File: src/rtl/microseq_pkg.sv
package microseq_pkg;

  // Next-address source codes held in control-word bits [1:0]
  typedef enum logic [1:0] {
    SRC_INC    = 2'b00,
    SRC_BRANCH = 2'b01,
    SRC_MAP    = 2'b10,
    SRC_FETCH  = 2'b11
  } nxt_src_e;

  // Field layout of the low part of the control word
  localparam int SRC_LO  = 0;
  localparam int POL_BIT = 2;
  localparam int CSEL_LO = 3;
  localparam int CSEL_W  = 3;
  localparam int SELC_LO = 6;
  localparam int SELB_LO = 11;
  localparam int SELA_LO = 16;
  localparam int RSEL_W  = 5;

  // Top bit of the branch target: the top of the first register selector
  localparam int BR_HI = SELA_LO + RSEL_W - 1;

endpackage

File: src/rtl/microseq_cond.sv
module microseq_cond
  import microseq_pkg::*;
#(
  parameter int FLAG_N = 7
) (
  input  logic [CSEL_W-1:0] csel,
  input  logic              pol,
  input  logic [FLAG_N-1:0] flags,
  output logic              cond_true
);

  localparam int NSRC = 1 << CSEL_W;

  logic [NSRC-1:0] src_vec;

  // Source 0 is constant true; sources 1..FLAG_N are flags; the rest read false
  assign src_vec[0] = 1'b1;
  for (genvar k = 1; k < NSRC; k++) begin : g_src
    if (k <= FLAG_N) begin : g_flag
      assign src_vec[k] = flags[k-1];
    end else begin : g_none
      assign src_vec[k] = 1'b0;
    end
  end

  assign cond_true = src_vec[csel] ^ pol;

endmodule

File: src/rtl/microseq_opmap.sv
module microseq_opmap #(
  parameter int OP_W = 6,
  parameter int UA_W = 12
) (
  input  logic            clk,
  input  logic            rst,
  input  logic            wr_en,
  input  logic [OP_W-1:0] wr_op,
  input  logic [UA_W-1:0] wr_addr,
  input  logic [OP_W-1:0] rd_op,
  output logic [UA_W-1:0] rd_addr
);

  localparam int DEPTH = 1 << OP_W;

  logic [UA_W-1:0] tbl [DEPTH];
  logic [DEPTH-1:0] hit;

  for (genvar e = 0; e < DEPTH; e++) begin : g_hit
    assign hit[e] = wr_en && (wr_op == OP_W'(e));
  end

  always_ff @(posedge clk) begin
    for (int e = 0; e < DEPTH; e++) begin
      if (rst) begin
        tbl[e] <= '0;
      end else if (hit[e]) begin
        tbl[e] <= wr_addr;
      end
    end
  end

  assign rd_addr = tbl[rd_op];

endmodule

File: src/rtl/microseq_nextaddr.sv
module microseq_nextaddr
  import microseq_pkg::*;
#(
  parameter int UA_W = 12
) (
  input  nxt_src_e        src,
  input  logic [UA_W-1:0] cur_addr,
  input  logic [UA_W-1:0] br_addr,
  input  logic [UA_W-1:0] map_start,
  input  logic            cond_true,
  output logic [UA_W-1:0] next_addr,
  output logic            go_inc,
  output logic            take_branch,
  output logic            dispatch,
  output logic            go_fetch
);

  function automatic logic [UA_W-1:0] step_addr(input logic [UA_W-1:0] a);
    return a + UA_W'(1);
  endfunction

  assign take_branch = (src == SRC_BRANCH) && cond_true;
  assign dispatch    = (src == SRC_MAP);
  assign go_fetch    = (src == SRC_FETCH);
  assign go_inc      = !take_branch && !dispatch && !go_fetch;

  always_comb begin
    next_addr = step_addr(cur_addr);
    if (take_branch) next_addr = br_addr;
    else if (dispatch) next_addr = map_start;
    else if (go_fetch) next_addr = '0;
  end

endmodule

File: src/rtl/microseq.sv
module microseq
  import microseq_pkg::*;
#(
  parameter int UA_W   = 12,
  parameter int OP_W   = 6,
  parameter int FLAG_N = 7,
  parameter int UW     = 48
) (
  input  logic              clk,
  input  logic              rst,
  input  logic              load_mode,
  input  logic              map_we,
  input  logic [OP_W-1:0]   map_opcode,
  input  logic [UA_W-1:0]   map_addr,
  input  logic [OP_W-1:0]   ir_opcode,
  input  logic [FLAG_N-1:0] status_flags,
  output logic [UA_W-1:0]   cs_addr,
  input  logic [UW-1:0]     cs_word,
  output logic [UW-1:0]     uir
);

  localparam int BR_LO = BR_HI - UA_W + 1;

  logic [UA_W-1:0]   uaddr_q;
  logic [UW-1:0]     uir_q;
  logic [UA_W-1:0]   next_addr;
  logic [UA_W-1:0]   map_start;
  logic [UA_W-1:0]   br_addr;
  logic [CSEL_W-1:0] csel;
  logic              pol;
  logic              cond_true;
  logic              map_wr;
  logic              go_inc, take_branch, dispatch, go_fetch;
  nxt_src_e          src;

  // Field extraction from the word at the current microaddress
  assign src     = nxt_src_e'(cs_word[SRC_LO +: 2]);
  assign pol     = cs_word[POL_BIT];
  assign csel    = cs_word[CSEL_LO +: CSEL_W];
  assign br_addr = cs_word[BR_HI:BR_LO];
  assign map_wr  = load_mode && map_we;

  microseq_cond #(.FLAG_N(FLAG_N)) u_cond (
    .csel      (csel),
    .pol       (pol),
    .flags     (status_flags),
    .cond_true (cond_true)
  );

  microseq_opmap #(.OP_W(OP_W), .UA_W(UA_W)) u_opmap (
    .clk     (clk),
    .rst     (rst),
    .wr_en   (map_wr),
    .wr_op   (map_opcode),
    .wr_addr (map_addr),
    .rd_op   (ir_opcode),
    .rd_addr (map_start)
  );

  microseq_nextaddr #(.UA_W(UA_W)) u_next (
    .src         (src),
    .cur_addr    (uaddr_q),
    .br_addr     (br_addr),
    .map_start   (map_start),
    .cond_true   (cond_true),
    .next_addr   (next_addr),
    .go_inc      (go_inc),
    .take_branch (take_branch),
    .dispatch    (dispatch),
    .go_fetch    (go_fetch)
  );

  always_ff @(posedge clk) begin
    if (rst || load_mode) begin
      uaddr_q <= '0;
      uir_q   <= '0;
    end else begin
      uaddr_q <= next_addr;
      uir_q   <= cs_word;
    end
  end

  assign cs_addr = uaddr_q;
  assign uir     = uir_q;

  AST_RESET_CLEAR: assert property (@(posedge clk)
    rst |=> (uaddr_q == '0 && uir_q == '0));
  AST_STEP_INC: assert property (@(posedge clk) disable iff (rst)
    (!load_mode && go_inc) |=> uaddr_q == $past(uaddr_q) + UA_W'(1));
  AST_UIR_LATCH: assert property (@(posedge clk) disable iff (rst)
    !load_mode |=> uir_q == $past(cs_word));
  AST_BRANCH_TAKEN: assert property (@(posedge clk) disable iff (rst)
    (!load_mode && take_branch) |=> uaddr_q == $past(br_addr));
  AST_BRANCH_FALLTHRU: assert property (@(posedge clk) disable iff (rst)
    (!load_mode && src == SRC_BRANCH && !cond_true) |=> uaddr_q == $past(uaddr_q) + UA_W'(1));
  AST_DISPATCH: assert property (@(posedge clk) disable iff (rst)
    (!load_mode && dispatch) |=> uaddr_q == $past(map_start));
  AST_FETCH_ZERO: assert property (@(posedge clk) disable iff (rst)
    (!load_mode && go_fetch) |=> uaddr_q == '0);
  AST_LOAD_PARK: assert property (@(posedge clk) disable iff (rst)
    load_mode |=> (uaddr_q == '0 && uir_q == '0));
  AST_MAP_FROZEN: assert property (@(posedge clk) disable iff (rst)
    (!$past(rst) && !load_mode && !$past(load_mode) && $stable(ir_opcode)) |-> $stable(map_start));

endmodule

File: config.mk
export PLATFORM = sky130hd
export DESIGN_NAME = microseq
export DESIGN_NICKNAME = d
export VERILOG_FILES = /design/src/rtl/microseq_pkg.sv /design/src/rtl/microseq_cond.sv /design/src/rtl/microseq_opmap.sv /design/src/rtl/microseq_nextaddr.sv /design/src/rtl/microseq.sv
export SDC_FILE = /design/constraint.sdc
export NUM_CORES = 1
export LEC_CHECK = 0
export BUFFER_PORTS_ARGS = -buffer_cell sky130_fd_sc_hd__buf_2
export CORE_MARGIN = 4
export CORE_UTILIZATION = 50
export CTS_CLUSTER_DIAMETER = 100
export DETAILED_ROUTE_END_ITERATION = 16
export GPL_TIMING_DRIVEN = 0
export PLACE_DENSITY = 0.78
export SKIP_CTS_REPAIR_TIMING = 1
export SLEW_MARGIN = 10
export SYNTH_ARGS = -nofsm -noshare
export SYNTH_HDL_FRONTEND = slang
export SYNTH_SLANG_ARGS = --single-unit
File: constraint.sdc
create_clock -name clk -period 3.84 [get_ports clk]
set_input_delay 0.384 -clock clk [delete_from_list [all_inputs] [get_ports clk]]
set_output_delay 0.384 -clock clk [all_outputs]
set_load 0.02 [all_outputs]
==> results_tabular.tex <==
\begin{tabular}{lr}
\hline
Metric & Value \\
\hline
\multicolumn{2}{l}{\textbf{Timing}} \\
\quad Worst Slack Setup Final & 139 ps \\
\quad Slew at the pin closest to its max-slew limit & 1370 ps \\
\quad Top achievable clock speed & 270 MHz \\
\quad Max-slew headroom & 8.49\% \\
\quad Final slew viol count & 0 \\
\quad Setup violation total in the final timing report & 0 \\
\quad Fraction of the cycle the final worst path needs & 96.4\% \\
\quad Unrepaired setup endpoints after global routing & no \\
\quad Worst slack on hold paths & -1.95 ps \\
\quad Final hold viol count & 2 \\
\quad Min Tclk post-route & 3700 ps \\
\quad Setup Skew & 28.3 ps \\
\multicolumn{2}{l}{\textbf{Die}} \\
\quad Initial standard-cell utilization of the core & 50.6\% \\
\quad Die width & 283 µm \\
\quad Die area & 80000 µm² \\
\quad Placeable Area & 74700 µm² \\
\quad Standard-cell row count & 100 \\
\quad Number of primary I/O pins & 143 \\
\quad Die outline height & 283 µm \\
\multicolumn{2}{l}{\textbf{GRT}} \\
\quad Maximum number of pins on one net before global-route repair & 15 \\
\quad Initial antenna violation count & 15 \\
\quad Number of global-route vias before repair & 23939 \\
\quad First-pass GRT wire length & 175 mm \\
\quad Global-route usage over all layers & 31.6\% \\
\quad Total global routing overflow & 0 \\
\multicolumn{2}{l}{\textbf{Worst setup path}} \\
\quad Dominant delay contributor by cell family on the critical path & buffers and inverters \\
\quad Buf/Inv on CP & 4 \\
\quad Classification of the worst setup path & primary input to register \\
\quad Cells traversed along the worst timing path & clkbuf\_1 -> buf\_2 -> buf\_2 -> buf\_2 -> mux4\_2 -> mux2i\_1 -> o21ai\_0 -> a22oi\_1 -> a31oi\_1 \\
\quad Cell occurring most often along the worst timing path & sky130\_fd\_sc\_hd\_\_buf\_2 \\
\quad CP arrival & 4230 ps \\
\quad CP startpoint kind & primary input \\
\quad Master of the slowest instance on the critical path & sky130\_fd\_sc\_hd\_\_buf\_2 \\
\quad Slowest Stage Delay on Critical Path & 700 ps \\
\quad Highest fanout seen on the critical path & 10 \\
\quad Data required time of the critical path & 4370 ps \\
\quad Type of destination of the critical path & register \\
\multicolumn{2}{l}{\textbf{Yosys}} \\
\quad Cell area after synthesis & 37800 µm² \\
\quad Multiplexer fraction of the synthesized cell area & 13.0\% \\
\quad Number of unique standard cell types used by synthesis & 63 \\
\quad Number of register bits inferred by synthesis & 828 \\
\quad Synthesized-area fraction occupied by adder cells & 0.0331\% \\
\quad Largest family of logic cells by synthesized area & simple AND/OR/NAND/NOR gates \\
\quad Simple-gate share of the synthesized area & 15.8\% \\
\quad Compound-Gate Fraction of Synth Area & 3.59\% \\
\quad Post-Syn Instances & 2518 \\
\quad Proportion of synthesized flip-flops having asynchronous set or reset & 0\% \\
\quad Mean instance size in the synthesized netlist & 15.0 µm² \\
\quad Proportion of synthesized chip area in sequential cells & 64.2\% \\
\quad Count of flip-flops with a built-in enable after synthesis & 768 \\
\quad Total number of yosys warnings & 0 \\
\quad Xor and xnor area share after synthesis & 0.209\% \\
\quad Post-synth net total & 2602 \\
\quad Primary flip-flop cell chosen by synthesis mapping & sky130\_fd\_sc\_hd\_\_edfxtp\_1 \\
\multicolumn{2}{l}{\textbf{Route}} \\
\quad Router iterations before antenna repair & 8 \\
\quad Routed via count divided by cell count & 6.42 \\
\quad Number of violations reported at the end of detailed-routing iteration 0 & 4192 \\
\quad DRC errors left & 0 \\
\quad Number of nets with antenna violations after detailed routing & 0 \\
\quad Via total after detailed routing & 24516 \\
\quad Wirelength, routed & 127 mm \\
\quad Routed WL per cell & 33.4 µm \\
\multicolumn{2}{l}{\textbf{Place}} \\
\quad Count of input and output buffers & 126 \\
\quad Gpl congestion & 1.03 \\
\quad Worst slack, placed & -337 ps \\
\quad Final HPWL DP & 87.0 mm \\
\quad Placed cells & 3613 \\
\multicolumn{2}{l}{\textbf{Final layout}} \\
\quad Area added between synthesis and finish & 14.2\% \\
\quad Fillers & 5545 \\
\quad NumNets Final & 2851 \\
\quad Post-route non-filler standard cell count & 3817 \\
\quad Most common cell after layout, fill and taps aside & sky130\_fd\_sc\_hd\_\_and2\_1 \\
\quad Highest-count cells in the layout ignoring fill and taps & sky130\_fd\_sc\_hd\_\_and2\_1, sky130\_fd\_sc\_hd\_\_edfxtp\_1, sky130\_fd\_sc\_hd\_\_clkbuf\_1 \\
\quad Share of final-layout standard cells stronger than drive strength 1 & 20.3\% \\
\quad Final standard cell utilization of the core & 57.7\% \\
\multicolumn{2}{l}{\textbf{Clocking}} \\
\quad Maximum count of clock buffers along a single path & 3 \\
\quad Clk slew on worst S/H paths & 60 ps \\
\quad Root Buffer & sky130\_fd\_sc\_hd\_\_clkbuf\_16 \\
\quad Source-to-sink clock delay at the later pin of the worst-skew pair & 660 ps \\
\quad Deepest level of the CTS H-tree & 3 \\
\quad Clock tree from TritonCTS & done \\
\quad Number of clock buffers inserted by TritonCTS & 85 \\
\quad CTS sink cnt & 828 \\
\multicolumn{2}{l}{\textbf{Hold path}} \\
\quad Class of the most critical hold timing path & primary input to register \\
\multicolumn{2}{l}{\textbf{Power}} \\
\quad Leakage power total & 15.2 nW \\
\quad Worst vdd ir & 0.000367 V \\
\quad PwrDens & 486 nW/µm² \\
\multicolumn{2}{l}{\textbf{Run}} \\
\quad Maxcap violations & 0 \\
\multicolumn{2}{l}{\textbf{Status}} \\
\quad Violated checks & negative hold slack \\
\quad Status & complete, but fails checks \\
\hline
\end{tabular}
metal layers:
layer / up-vias / GRT usage (%) / routed length (µm)
li1: 9757 / - / -
met1: 12183 / 39.1 / 42100
met2: 2118 / 47.3 / 56000
met3: 448 / 12.8 / 20400
met4: 10 / 18.7 / 8910
met5: - / 0 / 66
flip-flops by register name, summed over array words and instances (netlist names):
signal,flops
cs_addr,12
u_opmap.tbl,768
uir,48
power breakdown:
group	switching, mW	internal, mW	leakage [nW]	total [mW]
sequential	0.144	10.3	7.79	10.4
clock	3.58	5.07	1.41	8.65
combinational	1.24	0.619	6.00	1.86
total	4.97	16.0	15.2	20.9
cells in the mapped netlist (all sizes together) (3+ instances only):
cell type / count / share of area [%]
nand3: 15 / 0.20
a32oi: 6 / 0.14
mux2i: 29 / 0.78
a22oi: 8 / 0.16
o22ai: 30 / 0.50
nand2b: 5 / 0.083
and2: 818 / 14
nand4: 3 / 0.050
a31oi: 4 / 0.066
buf: 63 / 1.1
mux4: 200 / 12
a221oi: 18 / 0.42
clkbuf: 181 / 1.9
or2: 7 / 0.12
inv: 8 / 0.079
nor2: 86 / 0.85
nor4: 5 / 0.083
o221ai: 3 / 0.070
a211oi: 11 / 0.22
xnor2: 4 / 0.093
o21ai: 17 / 0.23
nor2b: 10 / 0.17
xor2: 5 / 0.12
nand2: 44 / 0.44
edfxtp: 768 / 61
o21bai: 64 / 1.3
a21oi: 10 / 0.13
mux2: 5 / 0.15
or3: 4 / 0.066
dfxtp: 60 / 3.2
area by class of cell:
type	count	area, µm²	area share (%)
repair buffers	162	991	2.30
well taps	969	1210	2.81
inverters	8	30.0	0.0696
plain buffers	244	1160	2.68
multi-input cells	1438	12600	29.1
clock inverters	41	482	1.12
diodes	11	27.5	0.0638
clock buffers	116	2400	5.57
flip-flops and latches	828	24300	56.3
kinds of logic (layout without fill, tap and decap cells):
group,after synthesis,after routing
AND/OR/NAND/NOR,1007,1007
other,0,11
flip-flops,828,828
XOR/XNOR,9,9
buffers and inverters,252,571
adder cells (fa/ha/maj),1,1
multiplexers,234,234
AO/OA/AOI/OAI,187,187
stage by stage:
| step | power [mW] | hold slack, ps | TNS [ps] | cell area, µm² |
|---|---|---|---|---|
| final | 20.9 | -1.95 | 0 | 43100 |
| after global placement | 12.3 | 593 | -307 | 39600 |
| after CTS | 20.8 | -60.9 | 0 | 42600 |
| after detailed placement | 12.4 | 590 | -451 | 39800 |
| after floorplan | 11.5 | 506 | 0 | 37800 |
| after global routing | 21.3 | 6.70 | 0 | 43100 |
final timing paths:
kind                      start    endpoint  slack [ps]  depth (start not counted)
max reg2reg  u_opmap.tbl[26][4]  cs_addr[4]        1330                          5
min                 cs_word[15]     uir[15]          -2                          2
max                ir_opcode[1]  cs_addr[1]         140                          9
min reg2reg          cs_addr[1]  cs_addr[1]         750                          3
Power figures use the tool's default switching activity.
